==> config.mk <==
export PLATFORM = sky130hd
export DESIGN_NAME = edge_trig_align
export DESIGN_NICKNAME = d
export VERILOG_FILES = /design/src/rtl/trig_align_pkg.sv /design/src/rtl/trig_edge_det.sv /design/src/rtl/trig_idx_ctr.sv /design/src/rtl/trig_fsm.sv /design/src/rtl/edge_trig_align.sv
export SDC_FILE = /design/constraint.sdc
export NUM_CORES = 1
export LEC_CHECK = 0
export BUFFER_PORTS_ARGS = -buffer_cell sky130_fd_sc_hd__buf_2
export CAP_MARGIN = 20
export CORE_ASPECT_RATIO = 0.5
export CORE_MARGIN = 2
export CORE_UTILIZATION = 42
export CTS_BUF_LIST = sky130_fd_sc_hd__clkbuf_8 sky130_fd_sc_hd__clkbuf_16
export DETAILED_ROUTE_END_ITERATION = 16
export PLACE_DENSITY = 0.69
export SETUP_SLACK_MARGIN = 0.02
export SLEW_MARGIN = 20
export SYNTH_ARGS = -nofsm -noshare
export SYNTH_HDL_FRONTEND = slang
export SYNTH_HIERARCHICAL = 1
export SYNTH_SLANG_ARGS = --single-unit
==> constraint.sdc <==
create_clock -name clk -period 2.3 [get_ports clk]
set_input_delay 0 -clock clk [delete_from_list [all_inputs] [get_ports clk]]
set_output_delay 0 -clock clk [all_outputs]
set_load 0.01 [all_outputs]
==> src/rtl/trig_align_pkg.sv <==
package trig_align_pkg;

   typedef enum logic [1:0] {
      ST_IDLE  = 2'd0,
      ST_ARMED = 2'd1,
      ST_TRIG  = 2'd2,
      ST_FREE  = 2'd3
   } trig_state_e;

   localparam logic [1:0] EDGE_RISE = 2'd0;
   localparam logic [1:0] EDGE_FALL = 2'd1;
   localparam int EDGE_ANY_BIT = 1;

endpackage

==> src/rtl/trig_edge_det.sv <==
module trig_edge_det
   import trig_align_pkg::*;
#(
   parameter int CH_N  = 8,
   parameter int SEL_W = $clog2(CH_N)
) (
   input  logic             clk,
   input  logic             rst_n,
   input  logic             clr,
   input  logic             en,
   input  logic [CH_N-1:0]  smp,
   input  logic [SEL_W-1:0] sel,
   input  logic [1:0]       mode,
   output logic             seeded,
   output logic             fire
);

   logic prev_q;
   logic seed_q;
   logic cur;
   logic rise;
   logic fall;

   assign cur  = smp[sel];
   assign rise = seed_q & ~prev_q &  cur;
   assign fall = seed_q &  prev_q & ~cur;

   always_comb begin
      if (mode[EDGE_ANY_BIT])
         fire = en & (rise | fall);
      else if (mode == EDGE_FALL)
         fire = en & fall;
      else
         fire = en & rise;
   end

   always_ff @(posedge clk) begin
      if (!rst_n) begin
         prev_q <= 1'b0;
         seed_q <= 1'b0;
      end else if (clr) begin
         seed_q <= 1'b0;
      end else if (en) begin
         prev_q <= cur;
         seed_q <= 1'b1;
      end
   end

   assign seeded = seed_q;

   // a search restarts unseeded
   p_clr_unseeds_r3: assert property (@(posedge clk) disable iff (!rst_n)
      clr |=> !seed_q);

   // an accepted sample always leaves the detector seeded
   p_seed_after_en_r6: assert property (@(posedge clk) disable iff (!rst_n)
      (en && !clr) |=> seed_q);

endmodule

==> src/rtl/trig_idx_ctr.sv <==
module trig_idx_ctr #(
   parameter int IDX_W = 16,
   parameter bit SAT   = 1'b1
) (
   input  logic             clk,
   input  logic             rst_n,
   input  logic             clr,
   input  logic             inc,
   output logic [IDX_W-1:0] cnt
);

   localparam logic [IDX_W-1:0] CNT_MAX = '1;
   localparam logic [IDX_W-1:0] CNT_ONE = IDX_W'(1);

   logic [IDX_W-1:0] cnt_q;

   generate
      if (SAT) begin : g_sat
         always_ff @(posedge clk) begin
            if (!rst_n)
               cnt_q <= '0;
            else if (clr)
               cnt_q <= '0;
            else if (inc && (cnt_q != CNT_MAX))
               cnt_q <= cnt_q + CNT_ONE;
         end

         // the index holds at its ceiling
         p_sat_hold_r11: assert property (@(posedge clk) disable iff (!rst_n)
            (inc && !clr && cnt_q == CNT_MAX) |=> (cnt_q == CNT_MAX));
      end else begin : g_wrap
         always_ff @(posedge clk) begin
            if (!rst_n)
               cnt_q <= '0;
            else if (clr)
               cnt_q <= '0;
            else if (inc)
               cnt_q <= cnt_q + CNT_ONE;
         end
      end
   endgenerate

   assign cnt = cnt_q;

   // arming restarts the count
   p_ctr_clear_r2: assert property (@(posedge clk) disable iff (!rst_n)
      clr |=> (cnt_q == '0));

   // no count moves without a valid sample
   p_ctr_idle_r6: assert property (@(posedge clk) disable iff (!rst_n)
      (!inc && !clr) |=> $stable(cnt_q));

endmodule

==> src/rtl/trig_fsm.sv <==
module trig_fsm
   import trig_align_pkg::*;
#(
   parameter int TO_W = 16
) (
   input  logic            clk,
   input  logic            rst_n,
   input  logic            arm,
   input  logic            smp_vld,
   input  logic            fire,
   input  logic [TO_W-1:0] to_lim,
   output trig_state_e     st
);

   localparam logic [TO_W-1:0] TO_ONE = TO_W'(1);

   trig_state_e     st_q;
   logic [TO_W-1:0] wait_q;
   logic            expire;

   assign expire = (to_lim != '0) &&
                   (({1'b0, wait_q} + {1'b0, TO_ONE}) == {1'b0, to_lim});

   always_ff @(posedge clk) begin
      if (!rst_n) begin
         st_q   <= ST_IDLE;
         wait_q <= '0;
      end else if (arm) begin
         st_q   <= ST_ARMED;
         wait_q <= '0;
      end else if (st_q == ST_ARMED && smp_vld) begin
         wait_q <= wait_q + TO_ONE;
         if (fire)
            st_q <= ST_TRIG;
         else if (expire)
            st_q <= ST_FREE;
      end
   end

   assign st = st_q;

   // nothing leaves idle without an arm pulse
   p_idle_stays_r1: assert property (@(posedge clk) disable iff (!rst_n)
      (st_q == ST_IDLE && !arm) |=> (st_q == ST_IDLE));

   // arm always starts a search
   p_arm_waits_r2: assert property (@(posedge clk) disable iff (!rst_n)
      arm |=> (st_q == ST_ARMED));

   // a zero limit never falls back
   p_zero_limit_r9: assert property (@(posedge clk) disable iff (!rst_n)
      (st_q == ST_ARMED && to_lim == '0 && !arm) |=> (st_q != ST_FREE));

   // end states are sticky
   p_end_hold_r10: assert property (@(posedge clk) disable iff (!rst_n)
      ((st_q == ST_TRIG || st_q == ST_FREE) && !arm) |=> $stable(st_q));

endmodule

==> src/rtl/edge_trig_align.sv <==
module edge_trig_align
   import trig_align_pkg::*;
#(
   parameter int  CH_N    = 8,
   parameter int  IDX_W   = 16,
   parameter int  TO_W    = 16,
   parameter bit  IDX_SAT = 1'b1,
   localparam int SEL_W   = $clog2(CH_N)
) (
   input  logic             clk,
   input  logic             rst_n,
   input  logic             smp_vld,
   input  logic [CH_N-1:0]  smp_data,
   input  logic [SEL_W-1:0] cfg_chan,
   input  logic [1:0]       cfg_edge,
   input  logic [TO_W-1:0]  cfg_timeout,
   input  logic             arm,
   output logic             trig_hit,
   output logic [IDX_W-1:0] trig_idx,
   output logic             free_run,
   output logic             cap_active
);

   initial begin
      a_ch_pow2: assert (CH_N >= 2 && (CH_N & (CH_N - 1)) == 0);
      a_widths:  assert (IDX_W >= 2 && TO_W >= 1);
   end

   logic [SEL_W-1:0] chan_q;
   logic [1:0]       mode_q;
   logic [TO_W-1:0]  to_q;
   logic [IDX_W-1:0] idx_q;
   logic [IDX_W-1:0] cnt;
   trig_state_e      st;
   logic             det_en;
   logic             fire;
   logic             seeded;

   always_ff @(posedge clk) begin
      if (!rst_n) begin
         chan_q <= '0;
         mode_q <= EDGE_RISE;
         to_q   <= '0;
      end else if (arm) begin
         chan_q <= cfg_chan;
         mode_q <= cfg_edge;
         to_q   <= cfg_timeout;
      end
   end

   assign det_en = smp_vld & ~arm & (st == ST_ARMED);

   trig_edge_det #(.CH_N(CH_N), .SEL_W(SEL_W)) u_det (
      .clk    (clk),
      .rst_n  (rst_n),
      .clr    (arm),
      .en     (det_en),
      .smp    (smp_data),
      .sel    (chan_q),
      .mode   (mode_q),
      .seeded (seeded),
      .fire   (fire)
   );

   trig_idx_ctr #(.IDX_W(IDX_W), .SAT(IDX_SAT)) u_ctr (
      .clk   (clk),
      .rst_n (rst_n),
      .clr   (arm),
      .inc   (smp_vld & (st != ST_IDLE)),
      .cnt   (cnt)
   );

   trig_fsm #(.TO_W(TO_W)) u_fsm (
      .clk     (clk),
      .rst_n   (rst_n),
      .arm     (arm),
      .smp_vld (smp_vld),
      .fire    (fire),
      .to_lim  (to_q),
      .st      (st)
   );

   always_ff @(posedge clk) begin
      if (!rst_n)
         idx_q <= '0;
      else if (arm)
         idx_q <= '0;
      else if (fire)
         idx_q <= cnt;
   end

   assign trig_hit   = (st == ST_TRIG);
   assign free_run   = (st == ST_FREE);
   assign cap_active = trig_hit | free_run;
   assign trig_idx   = idx_q;

   // the seeding sample cannot trigger
   p_seed_quiet_r3: assert property (@(posedge clk) disable iff (!rst_n)
      (st == ST_ARMED && smp_vld && !arm && !seeded) |=> !trig_hit);

   // arm wipes the recorded index
   p_arm_idx_r2: assert property (@(posedge clk) disable iff (!rst_n)
      arm |=> (trig_idx == '0 && !cap_active));

   // the recorded index is frozen after a trigger
   p_idx_frozen_r10: assert property (@(posedge clk) disable iff (!rst_n)
      (trig_hit && !arm) |=> $stable(trig_idx));

   // fallback and trigger exclude each other
   p_one_outcome_r8: assert property (@(posedge clk) disable iff (!rst_n)
      !(trig_hit && free_run));

endmodule

==> summary.txt <==
Total power - 3.22 mW
Most common cell after layout, fill and taps aside - dfxtp_1
EDFF count, synth - 0
Grt total ovfl - 0
Slew headroom - 68.4%
Syn Nets - 434
Worst EP arrival - 2.38 ns
Pins Over Slew Limit - 0
Initial Utilization - 43.7%
Most frequent cells in the layout - dfxtp_1, buf_2, nor2_1
Post-Syn Area - 3840 um^2
Detail Placement HPWL - 5790 um
First-pass GRT wire length - 13800 um
Design Area, Final - 4790 um^2
Largest net degree at the start of global routing - 29
Worst Tran Pin Value - 0.472 ns
Final Setup Violations - 0
H-tree levels - 3
Cells after Synth - 399
Pwr Density - 673 nW/um^2
Final count of hold timing violations - 0
DIE AREA - 9980 um^2
Outcome - completed
CTS clock-pin slew for the worst setup and hold paths - 0.06 ns
WS Path Type - reg2reg
Worst vdd ir - 0.000453 V
Drc violations - 0
I/O pin total - 52
#FFs+latches synth - 73
Hold WS - 0.171 ns
Synth Warn # - 6
Top FF cell, synth - dfxtp_1
DIE HEIGHT - 71.7 um
Worst-path fanout max - 17
Wire per inst - 14.0 um
Layout Nets - 511
Layout cells sized above 1 - 23.3%
# clock sinks - 73
Crit-path cells - mux4_2 -> mux2i_4 -> xnor2_1 -> o2111a_2 -> buf_12 -> mux2i_2 -> nor2_2
Unrepaired setup endpoints after global routing - false
Area Overhead vs Synth - 24.6%
WL final - 8360 um
CTS tree - built
Sequential share of the synthesized area - 38.0%
Starting DRT DRC Count - 197
I/O Buffers - 51
Initial antenna violation count - 0
FILL cells - 779
Final core occ - 54.4%
Min-delay worst type - in2reg
Drt first pass iters - 5
Placed cells - 561
Final WS setup - 0.148 ns
CP Capture Type - flop
Via density per instance - 5.12
Leakage power - 1.85 nW
Total setup buffers inserted after CTS - 0
ANT cells - 0
Worst skew pair latency - 0.34 ns
Period minus WS final - 2.15 ns
WP data required - 2.52 ns
Vias in the first global route - 2889
Max cap viols - 0
GPL Wtd Cong - 0.874
Avg Inst Size Synth - 9.64 um^2
Final Skew - 0.00772 ns
Root buffer cell - clkbuf_16
FFs w/ async S/R, synth - 0%
Num CTS Buffers - 9
CP peak stage delay - 0.55 ns
Fmax - 465 MHz
Synth unique cells - 63
Slowest cell on crit path - mux4_2
GRT Overall Usage - 17.5%
Placed cell areas - 4210 um^2
Final setup TNS - 0 ns
Fin crit share - 93.6%
Core Rows - 24
Startpoint type of the worst setup path - flop
Antenna Violating Nets Remaining - 0
Core area - 8800 um^2
Final cell count without fillers - 598
Die X - 139 um
Post-place setup slack - 0.0833 ns
Clock buffer depth - 2
Vias - 3061
[area by class of cell]
cell class	count	area (um^2)	share of cell area [%]
clock buffers	9	225	4.70
clock inverters	7	134	2.80
inverters	5	18.8	0.392
flip-flops and latches	73	1460	30.5
repair buffers	85	576	12.0
multi-input cells	302	2230	46.5
well taps	117	146	3.06
[critical path, delay by kind of cell (launching register included)]
kind | cells | cell delay [ns]
flip-flops | 1 | 0.39
XOR/XNOR | 1 | 0.15
AND/OR/NAND/NOR | 1 | 0.04
multiplexers | 3 | 1.00
AO/OA/AOI/OAI | 1 | 0.27
buffers and inverters | 1 | 0.19
[repair_timing]
item | 4_1_cts | 5_1_grt
endpoints found under the setup margin | 0 | 18
resized for setup | 0 | 6
hold buffers | 21 | 0
endpoints found under the hold margin | 21 | 0
[synthesized netlist by cell type, drive strengths merged, types with 2 or more instances]
cell	number	share of area (%)
dfxtp	73	38
nor2	53	5.8
mux2i	40	11
nor2b	27	4.4
xnor2	23	5.2
nand2	18	1.8
xor2	15	3.4
nand4	13	3.7
nor4	12	2.1
buf	11	2.9
nand3	11	1.8
a21oi	10	1.3
o21ai	9	1.2
clkbuf	8	0.81
and2	6	0.98
nand2b	6	1.2
nor3	6	0.91
inv	5	0.49
and3	4	0.68
and4	4	0.98
o311ai	4	1.1
or3	4	0.65
o41ai	3	1.2
or4	3	0.68
a211oi	2	0.39
a41oi	2	0.46
ha	2	0.65
mux4	2	1.4
nor3b	2	0.39
o2111a	2	0.59
o21a	2	0.39
o31ai	2	0.39
[worst paths after layout]
path | slack, ns | cells after the start | from | endpoint
max | 0.15 | 7 | chan_q[0]$_SDFFE_PN0P_ | trig_idx[14]$_SDFFE_PP0P_
min | 0.17 | 4 | rst_n | u_det/prev_q$_SDFFE_PN0P_
max reg2reg | 0.15 | 7 | chan_q[0]$_SDFFE_PN0P_ | trig_idx[14]$_SDFFE_PP0P_
min reg2reg | 0.49 | 2 | trig_idx[13]$_SDFFE_PP0P_ | trig_idx[13]$_SDFFE_PP0P_
[sequential cells by signal, summed over array words and instances, names as in the netlist]
| register | flops |
|---|---|
| u_ctr/cnt | 16 |
| u_det/prev_q | 1 |
| chan_q | 3 |
| u_fsm/wait_q | 16 |
| u_det/seeded | 1 |
| trig_idx | 16 |
| u_fsm/st | 2 |
| mode_q | 2 |
| to_q | 16 |
[cell families (layout without fill, tap and decap cells)]
| family | count (synthesis) | after routing | synth area share (%) |
|---|---|---|---|
| simple gates | 172 | 172 | 26.7 |
| xor+xnor | 38 | 38 | 8.66 |
| mux | 43 | 43 | 12.4 |
| fa+ha+maj | 2 | 2 | 0.651 |
| flops | 73 | 73 | 38.0 |
| buf+inv | 24 | 106 | 4.23 |
| compound gates | 47 | 47 | 9.37 |
[metal layers]
| layer | up-vias | routed length [um] | GRT usage [%] |
|---|---|---|---|
| met5 | - | 0 | 0 |
| met4 | 0 | 125 | 7.63 |
| met3 | 15 | 383 | 5.08 |
| met2 | 58 | 3900 | 28.8 |
| met1 | 1407 | 3950 | 21.6 |
| li1 | 1581 | - | - |
[power by group]
part           switching [mW]  total [mW]  internal, mW
logic                   0.102       0.225         0.123
clock network           0.518        1.68          1.16
registers              0.0285        1.32          1.29
(Power assumes the default switching activity.)
